`src/rtl/enc_pkg.sv`:
```
// Package: shared codes and helpers for the escaped stream encoder.
// Assumes 8-bit stream symbols.
package enc_pkg;
    localparam logic [7:0] CODE_MSG_END = 8'hA0;
    localparam logic [7:0] CODE_CMD_END = 8'hA1;
    localparam logic [7:0] CODE_ESCAPE  = 8'hAA;
    localparam logic [7:0] CODE_VERSION = 8'hFF;
    localparam logic [7:0] PROTO_LEVEL  = 8'h01;
    localparam logic [7:0] ESC_FLIP     = 8'h10;

    typedef enum logic [2:0] {
        SQ_IDLE, SQ_HAND, SQ_BODY, SQ_SUM, SQ_TERM
    } seq_state_t;

    // True when a byte collides with a framing code.
    function automatic logic is_reserved(input logic [7:0] b);
        return (b == CODE_MSG_END) || (b == CODE_CMD_END) || (b == CODE_ESCAPE);
    endfunction
endpackage

```
`src/rtl/enc_sequencer.sv`:
```
// Module: enc_sequencer
// Walks the message buffer or the handshake script and presents one logical
// symbol at a time (byte plus a "send raw" flag) to the escaper. Keeps the
// running body sum for the checksum. Assumes the buffer read is combinational
// and msg_len_i >= 3 when a start is taken.
module enc_sequencer
    import enc_pkg::*;
#(
    parameter int ADDR_W = 6,
    localparam int LEN_W = ADDR_W + 1
) (
    input  logic              clk,
    input  logic              rst_n,
    input  logic              start_i,
    input  logic              connect_i,
    input  logic [LEN_W-1:0]  msg_len_i,
    output logic [ADDR_W-1:0] rd_addr_o,
    input  logic [7:0]        rd_data_i,
    output logic              sym_valid_o,
    output logic [7:0]        sym_data_o,
    output logic              sym_raw_o,
    input  logic              sym_ready_i,
    output logic              term_fire_o
);
    seq_state_t       state;
    logic [LEN_W-1:0] pos;
    logic [LEN_W-1:0] len_q;
    logic [7:0]       sum_q;
    logic [LEN_W-1:0] addr_full;

    // Body position to buffer address: header pair swapped, rest in order.
    always_comb begin
        if (pos == '0)      addr_full = LEN_W'(2);
        else if (pos == 1)  addr_full = LEN_W'(1);
        else                addr_full = pos + LEN_W'(1);
    end
    assign rd_addr_o = addr_full[ADDR_W-1:0];

    // State, position and checksum accumulation.
    always_ff @(posedge clk) begin
        if (!rst_n) begin
            state <= SQ_IDLE;
            pos   <= '0;
            len_q <= '0;
            sum_q <= '0;
        end else begin
            case (state)
                SQ_IDLE: begin
                    pos <= '0;
                    if (connect_i) begin
                        state <= SQ_HAND;
                    end else if (start_i) begin
                        state <= SQ_BODY;
                        len_q <= msg_len_i;
                        sum_q <= '0;
                    end
                end
                SQ_HAND: if (sym_ready_i) begin
                    if (pos == LEN_W'(2)) state <= SQ_IDLE;
                    else                  pos   <= pos + 1'b1;
                end
                SQ_BODY: if (sym_ready_i) begin
                    sum_q <= sum_q + rd_data_i;
                    if (pos == len_q - LEN_W'(2)) state <= SQ_SUM;
                    else                          pos   <= pos + 1'b1;
                end
                SQ_SUM:  if (sym_ready_i) state <= SQ_TERM;
                SQ_TERM: if (sym_ready_i) state <= SQ_IDLE;
                default: state <= SQ_IDLE;
            endcase
        end
    end

    // Symbol presented to the escaper in each state.
    always_comb begin
        sym_valid_o = 1'b1;
        sym_raw_o   = 1'b0;
        sym_data_o  = rd_data_i;
        case (state)
            SQ_IDLE: sym_valid_o = 1'b0;
            SQ_HAND: begin
                sym_raw_o = (pos == LEN_W'(2));
                if (pos == '0)     sym_data_o = CODE_VERSION;
                else if (pos == 1) sym_data_o = PROTO_LEVEL;
                else               sym_data_o = CODE_CMD_END;
            end
            SQ_BODY: sym_data_o = rd_data_i;
            SQ_SUM:  sym_data_o = (~sum_q) + 8'd1;
            SQ_TERM: begin
                sym_data_o = CODE_MSG_END;
                sym_raw_o  = 1'b1;
            end
            default: sym_valid_o = 1'b0;
        endcase
    end

    assign term_fire_o = (state == SQ_TERM) && sym_ready_i;

    // A start taken from idle must describe a buffer with a full header.
    assert_len_header_R2: assert property (@(posedge clk) disable iff (!rst_n)
        (state == SQ_IDLE && start_i && !connect_i) |-> (msg_len_i >= LEN_W'(3)));

    // Strobes while busy leave the walk in a non-idle state.
    assert_busy_ignore_R9: assert property (@(posedge clk) disable iff (!rst_n)
        (state == SQ_BODY && !sym_ready_i) |=> (state == SQ_BODY));
endmodule

```
`src/rtl/enc_escaper.sv`:
```
// Module: enc_escaper
// Turns each logical symbol into one or two output beats: reserved codes
// become an escape beat plus the byte with bit 4 set, unless the symbol is
// flagged raw. Assumes the symbol stays stable until it is consumed.
module enc_escaper
    import enc_pkg::*;
(
    input  logic       clk,
    input  logic       rst_n,
    input  logic       sym_valid_i,
    input  logic [7:0] sym_data_i,
    input  logic       sym_raw_i,
    output logic       sym_ready_o,
    output logic       out_valid_o,
    output logic [7:0] out_data_o,
    input  logic       out_ready_i
);
    logic second_q;
    logic need_esc;
    logic beat_fire;

    assign need_esc  = !sym_raw_i && is_reserved(sym_data_i);
    assign beat_fire = sym_valid_i && out_ready_i;

    // Output beat selection: escape code, flipped byte or plain byte.
    always_comb begin
        out_valid_o = sym_valid_i;
        if (second_q)      out_data_o = sym_data_i | ESC_FLIP;
        else if (need_esc) out_data_o = CODE_ESCAPE;
        else               out_data_o = sym_data_i;
    end

    assign sym_ready_o = beat_fire && (!need_esc || second_q);

    // Track which half of an escape pair is on the output.
    always_ff @(posedge clk) begin
        if (!rst_n)                    second_q <= 1'b0;
        else if (beat_fire && need_esc) second_q <= !second_q;
    end

    // A stalled beat keeps its value.
    assert_stall_hold_R7: assert property (@(posedge clk) disable iff (!rst_n)
        (out_valid_o && !out_ready_i) |=> (out_valid_o && $stable(out_data_o)));

    // An accepted escape beat is followed by a flipped reserved code.
    assert_escape_pair_R3: assert property (@(posedge clk) disable iff (!rst_n)
        (out_valid_o && out_ready_i && out_data_o == CODE_ESCAPE) |=>
        (out_valid_o && (out_data_o == 8'hB0 || out_data_o == 8'hB1 || out_data_o == 8'hBA)));
endmodule

```
`src/rtl/esc_stream_enc.sv`:
```
// Module: esc_stream_enc (top)
// Frames a buffered message or a version handshake as an escaped byte stream
// on a valid/ready output and pulses done after each message terminator.
// Assumes the buffer is not changed while a message is being sent.
module esc_stream_enc
    import enc_pkg::*;
#(
    parameter int ADDR_W = 6,
    localparam int LEN_W = ADDR_W + 1
) (
    input  logic              clk,
    input  logic              rst_n,
    input  logic              start_i,
    input  logic              connect_i,
    input  logic [LEN_W-1:0]  msg_len_i,
    output logic [ADDR_W-1:0] rd_addr_o,
    input  logic [7:0]        rd_data_i,
    output logic              out_valid_o,
    output logic [7:0]        out_data_o,
    input  logic              out_ready_i,
    output logic              done_o
);
    logic       sym_valid;
    logic [7:0] sym_data;
    logic       sym_raw;
    logic       sym_ready;
    logic       term_fire;

    enc_sequencer #(.ADDR_W(ADDR_W)) u_seq (
        .clk(clk), .rst_n(rst_n), .start_i(start_i), .connect_i(connect_i),
        .msg_len_i(msg_len_i), .rd_addr_o(rd_addr_o), .rd_data_i(rd_data_i),
        .sym_valid_o(sym_valid), .sym_data_o(sym_data), .sym_raw_o(sym_raw),
        .sym_ready_i(sym_ready), .term_fire_o(term_fire)
    );

    enc_escaper u_esc (
        .clk(clk), .rst_n(rst_n), .sym_valid_i(sym_valid), .sym_data_i(sym_data),
        .sym_raw_i(sym_raw), .sym_ready_o(sym_ready), .out_valid_o(out_valid_o),
        .out_data_o(out_data_o), .out_ready_i(out_ready_i)
    );

    // Register the completion pulse one cycle after the terminator transfer.
    always_ff @(posedge clk) begin
        if (!rst_n) done_o <= 1'b0;
        else        done_o <= term_fire;
    end

    // Done never lasts two cycles.
    assert_done_single_R8: assert property (@(posedge clk) disable iff (!rst_n)
        done_o |=> !done_o);

    // Plain 0xA0 on the output only as a terminator, followed by done.
    assert_term_done_R5: assert property (@(posedge clk) disable iff (!rst_n)
        (out_valid_o && out_ready_i && out_data_o == CODE_MSG_END) |=> done_o);
endmodule

```
`config.mk`:
```
export PLATFORM = sky130hd
export DESIGN_NAME = esc_stream_enc
export DESIGN_NICKNAME = d
export VERILOG_FILES = /design/src/rtl/enc_pkg.sv /design/src/rtl/enc_sequencer.sv /design/src/rtl/enc_escaper.sv /design/src/rtl/esc_stream_enc.sv
export SDC_FILE = /design/constraint.sdc
export NUM_CORES = 1
export LEC_CHECK = 0
export BUFFER_PORTS_ARGS = -buffer_cell sky130_fd_sc_hd__buf_4
export CAP_MARGIN = 30
export CORE_MARGIN = 2
export CORE_UTILIZATION = 50
export DETAILED_ROUTE_END_ITERATION = 8
export HOLD_SLACK_MARGIN = 0.06
export PLACE_DENSITY_LB_ADDON = 0.15
export SLEW_MARGIN = 20
export SYNTH_ARGS = -nofsm -noshare
export SYNTH_HDL_FRONTEND = slang
export SYNTH_SLANG_ARGS = --single-unit
```
`constraint.sdc`:
```
create_clock -name clk -period 3.5 [get_ports clk]
set_input_delay 0.525 -clock clk [delete_from_list [all_inputs] [get_ports clk]]
set_output_delay 0.525 -clock clk [all_outputs]
set_load 0.03 [all_outputs]
```
**Word level (Yosys, flattened, before mapping)**

Cells that the tools add are included.

- Equal/unequal tests: 21
- $mul: 0
- Muxes and demuxes: 27
- $lt $le $gt $ge: 0
- Div/mod/pow operators: 0
- Add/subtract/negate cells: 4
- Reduce and logical (&&, ||, !) cells: 20
- Shift-type cells: 0
- Bitwise gates (word level): 2

Operators with widths:

| kind | count |
|---|---|
| 8-bit two-way mux | 7 |
| 7-bit two-way mux | 4 |
| 8-bit equality test (second input constant) | 3 |
| 3-bit two-way mux | 8 |
| 8-bit one-hot mux with 3 select lines | 1 |
| 7-bit one-hot mux with 3 select lines | 1 |
| 8-bit one-hot mux with 2 select lines | 1 |
| 3-bit one-hot mux with 5 select lines | 1 |
| 6-bit two-way mux | 2 |
| 2-bit by 1-bit inequality test with 1-bit output (second input constant) | 6 |
| 8-bit by 1-bit adder with 8-bit output (second input constant) | 1 |
| 8-bit adder | 1 |
| 2-bit inequality test (second input constant) | 4 |
| 8-bit inverter | 1 |
| 7-bit by 1-bit adder with 7-bit output (second input constant) | 1 |
| 7-bit by 1-bit equality test with 1-bit output (second input constant) | 1 |
| 7-bit by 2-bit equality test with 1-bit output (second input constant) | 1 |
| 7-bit equality test | 1 |
| 7-bit zero test | 1 |
| 7-bit AND reduction | 1 |
| 7-bit by 2-bit subtractor with 7-bit output (second input constant) | 1 |
| 3-bit by 2-bit equality test with 1-bit output (second input constant) | 2 |
| 1-bit logical AND | 5 |
| 5-bit AND reduction | 1 |
| other kinds (14) | 18 |

- Word-level logic and storage cells: 80
- Bits in writable memories: 0
- Memories kept: 0
- ROM bits: 0
- Output and inout bits: 16
- Bits in latches: 0
- Flip-flop bits (word level): 27

**Longest topological paths before layout**

- Word-level depth: 13
- Mapped depth: 10
- Mapped depth without buffers: 10

**Hierarchy**

A second synthesis with hierarchy kept.

- Cells, all modules: 288
- Area total of the unflattened synthesis: 2265.9 um^2

Modules (own cells, without submodules):

| module | area each (um^2) | cells each | instances | sequential area each (um^2) |
|---|---|---|---|---|
| enc_sequencer | 2058.2 | 261 | 1 | 500.5 |
| enc_escaper | 181.4 | 25 | 1 | 20.0 |
| esc_stream_enc | 26.3 | 2 | 1 | 20.0 |

**Least setup slack after synthesis**

Ideal clock, no wire load.

- Kind: register to output
- Start: reg u_seq.sum_q[2]
- End: out out_data_o[1]
- Path slack: 0.279 ns
- Arrival time: 2.696 ns
- Path buffers: 1
- Cell stages (with the launch flop): 9
- Cell sequence: dfxtp_1 -> or3_1 -> buf_2 -> o31ai_4 -> a21oi_2 -> or4b_4 -> or4_4 -> nor2_1 -> or2_2

- Word-level cells in the longest chain between the ends: 9
- Elaborated cells between the ends (all ways): 11
- Classes of those cells: add/sub: 1; eq/ne: 3; mux: 3; bitwise: 1; reduce/logical: 3

Ends and longest elaborated chain:

| element | RTL line | source |
|---|---|---|
| from (decl) | enc_sequencer.sv:28 | `logic [7:0] sum_q;` |
| from (signal assigned) | enc_sequencer.sv:63 | `sum_q <= sum_q + rd_data_i;` |
| 8-bit inverter * | enc_sequencer.sv:88 | `SQ_SUM: sym_data_o = (~sum_q) + 8'd1;` |
| 8-bit by 1-bit adder with 8-bit output * | enc_sequencer.sv:88 |  |
| 8-bit one-hot mux with 3 select lines * | enc_sequencer.sv:79 | `case (state)` |
| 8-bit equality test | enc_pkg.sv:17 | `return (b == CODE_MSG_END) \|\| (b == CODE_CMD_END) \|\| (b == CODE_ESCAPE);` |
| 1-bit logical OR | enc_pkg.sv:17 |  |
| 1-bit logical OR * | enc_pkg.sv:17 |  |
| 1-bit logical AND * | enc_escaper.sv:22 | `assign need_esc = !sym_raw_i && is_reserved(sym_data_i);` |
| 8-bit two-way mux * | enc_escaper.sv:29 | `else if (need_esc) out_data_o = CODE_ESCAPE;` |
| 8-bit two-way mux * | enc_escaper.sv:28 | `if (second_q) out_data_o = sym_data_i \| ESC_FLIP;` |
| to (decl) | esc_stream_enc.sv:19 | `output logic [7:0] out_data_o,` |

Mark *: on every way between the ends. The rest lies on a longest branch, timed or not.

**Worst setup path after layout**

- Start: reg u_seq.sum_q[3]
- End: out out_data_o[1]

Same word-level chain as after synthesis.

==> flow_summary_export.csv <==
group,metric,value,unit
yosys,syn_area,2350,um^2
pwr,p_leak,1.15,nW
die,ios,36,
routing,vias,2360,
min_path,hold_path_depth,2,
routing,drt_pass1_iterations,4,
clock_tree,postCtsHoldBufs,0,
grt,grt_pass1_vias,2154,
setup_path,cp_max_fo,6,
layout,regArea,546,um^2
routing,post_drt_wl_per_cell,15.8,um
yosys,synth_seq_cells,27,
routing,drt_iter0_markers,270,
yosys,syn_inst,311,
clock_tree,cts_sinks,27,
die,die_area,5260,um^2
die,initial_utilization,52.8,%
layout,design_area,2790,um^2
clock_tree,cts_buffers,3,
yosys,synth_area_leaders,"dfxtp_1 (23%), ha_1 (6.9%), nand2_1 (5.0%)",
routing,via_per_inst,5.96,
setup_path,arrival,2.86,ns
layout,layout_common_cells,"buf_4 (46), nand2_1 (31), dfxtp_1 (25)",
layout,stdcell_count,396,
routing,drt-total-wl,6270,um
layout,multi_input_area,1720,um^2
timing,clock-skew-final,0.00293,ns
yosys,seq_area_frac_synth,23.0,%
timing,fin_crit_sh,96.8,%
yosys,syn_area_per_cell,7.54,um^2
status,outcome,"finished, final reports clean",
layout,antenna-diode-count,0,
clock_tree,clock-root-buffer,"clkbuf_8",
run,cap_violations,0,
clock_tree,clockBufferDepth,2,
clock_tree,cts_resized,3,
timing,tightest_slew,0.825,ns
place,post-place-ws,0.205,ns
timing,rsz0062_at_grt,"no",
yosys,synth_warnings,0,
timing,finalSetupViolCount,0,
clock_tree,tritoncts,"built",
timing,slew_headroom,44.9,%
setup_path,cp_data_required_time,2.97,ns
place,port_buffers,35,
pwr,ir_worst_vdd,294,uV
grt,grt_max_degree,25,
timing,finalSetupTns,0,ns
setup_path,start_kind,"flop",
yosys,synth-main-ff-cell,"dfxtp_1",
die,die_x,72.5,um
timing,final_max_slew_viol_count,0,
timing,hold_violations,0,
setup_path,r2r_cells,8,
grt,gr-total-overflow,0,
place,hpwlAfterDp,4730,um
setup_path,path_class,"flop to output pin",
layout,nNetsFinal,379,
die,coreArea,4440,um^2
yosys,syn_nets,345,
timing,min_period,3.39,ns
layout,drive_above_1_share,20.3,%
routing,ant_nets,0,
layout,layout_commonest_cell,"buf_4",
place,placed_area,2690,um^2
clock_tree,clkLatencyLatePin,0.28,ns
die,rows,24,
grt,grt_pass1_wl,10400,um
place,gp_congestion,0.965,
yosys,synth_edf_count,0,
place,place_inst,392,
routing,drc,0,
grt,antenna_found_initial,0,
yosys,yosysTopAreaCellShare,23.0,%
layout,final_util,62.7,%
pwr,p_per_area,643,nW/um^2
setup_path,end_kind,"output pin",
yosys,yosysTopAreaCell,"dfxtp_1",
grt,track_usage,24.7,%
layout,area_delta_synth_final,18.7,%
timing,fmaxAchievable,0.295,GHz
layout,fill_cells,406,
clock_tree,cts_post_setup_buffers_inserted,0,
timing,fin_ws,0.113,ns
clock_tree,htreeDepth,1,
yosys,synthArstFlopShare,0,%
yosys,synthDistinctLibCells,56,
min_path,hold_path.class,"flop to flop",
die,fp.dieH,72.5,um
clock_tree,path_clk_slew,0.10,ns
==> cell usage after synthesis (all sizes together), types with 4 or more instances <==
cell type	count
a31oi	6
or4	8
a21oi	24
or3	4
nand3b	7
inv	15
dfxtp	27
o21a	4
ha	13
buf	4
nor2	17
nand2b	6
nor2b	5
xor2	10
and3	4
nor3	13
nand3	16
xnor2	13
a21o	4
nand2	31
o21ai	12
clkbuf	13
o211ai	13
==> power breakdown <==
group	switching, mW	internal [mW]	total [mW]
clock	0.105	0.0809	0.186
sequential	0.0557	0.350	0.405
combinational	0.704	0.497	1.20
total	0.865	0.928	1.79
==> layout make-up <==
type                            instances  area share (%)
Clock buffer                            3            1.48
Clock inverter                          1           0.270
Inverter                               15            2.02
Multi-Input combinational cell        252            61.9
Sequential cell                        27            19.6
Tap cell                               52            2.34
Timing Repair Buffer                   46            12.4
==> through the flow <==
step                power [mW]  hold WS [ns]
floorplan                 1.24         0.448
global placement          1.57         0.460
detailed placement        1.58         0.462
CTS                       1.77         0.477
global route              1.93         0.484
finish                    1.79         0.473
==> cells by family after synthesis <==
logic type	after synthesis	synth area share, %
multiplexers	2	0.907
buffers and inverters	32	5.23
AND/OR/NAND/NOR	129	29.6
adder cells (fa/ha/maj)	14	7.79
XOR/XNOR	23	8.59
AO/OA/AOI/OAI	84	24.9
flip-flops	27	23.0
==> critical path: stages (launching register included) <==
cell	delay (ns)
dfxtp_1	0.39
or3_4	0.44
o31ai_4	0.20
a21oi_2	0.08
or4b_4	0.55
or4_4	0.53
nor2_4	0.13
or2_2	0.12
buf_4	0.15
==> state kept, by name (all words and copies together), names as in the netlist <==
name and cells:
u_seq.state 3, done_o 1, u_seq.pos 7, u_esc.second_q 1
u_seq.sum_q 8, u_seq.len_q 7
==> per-layer routing <==
metal	wire length (um)	GRT usage, %
met1	2900	34.4
met5	0	0
met2	2920	40.8
met4	31	4.73
met3	427	4.03
==> path summary, 6_finish.rpt <==
path	start	to	slack [ns]
setup / recovery	u_seq.sum_q[3]	out_data_o[1]	0.11
hold / removal	u_seq.len_q[6]	u_seq.len_q[6]	0.47
setup reg to reg	u_seq.sum_q[3]	u_seq.state[1]	0.42
hold reg to reg	u_seq.len_q[6]	u_seq.len_q[6]	0.47
(Power assumes the default switching activity.)
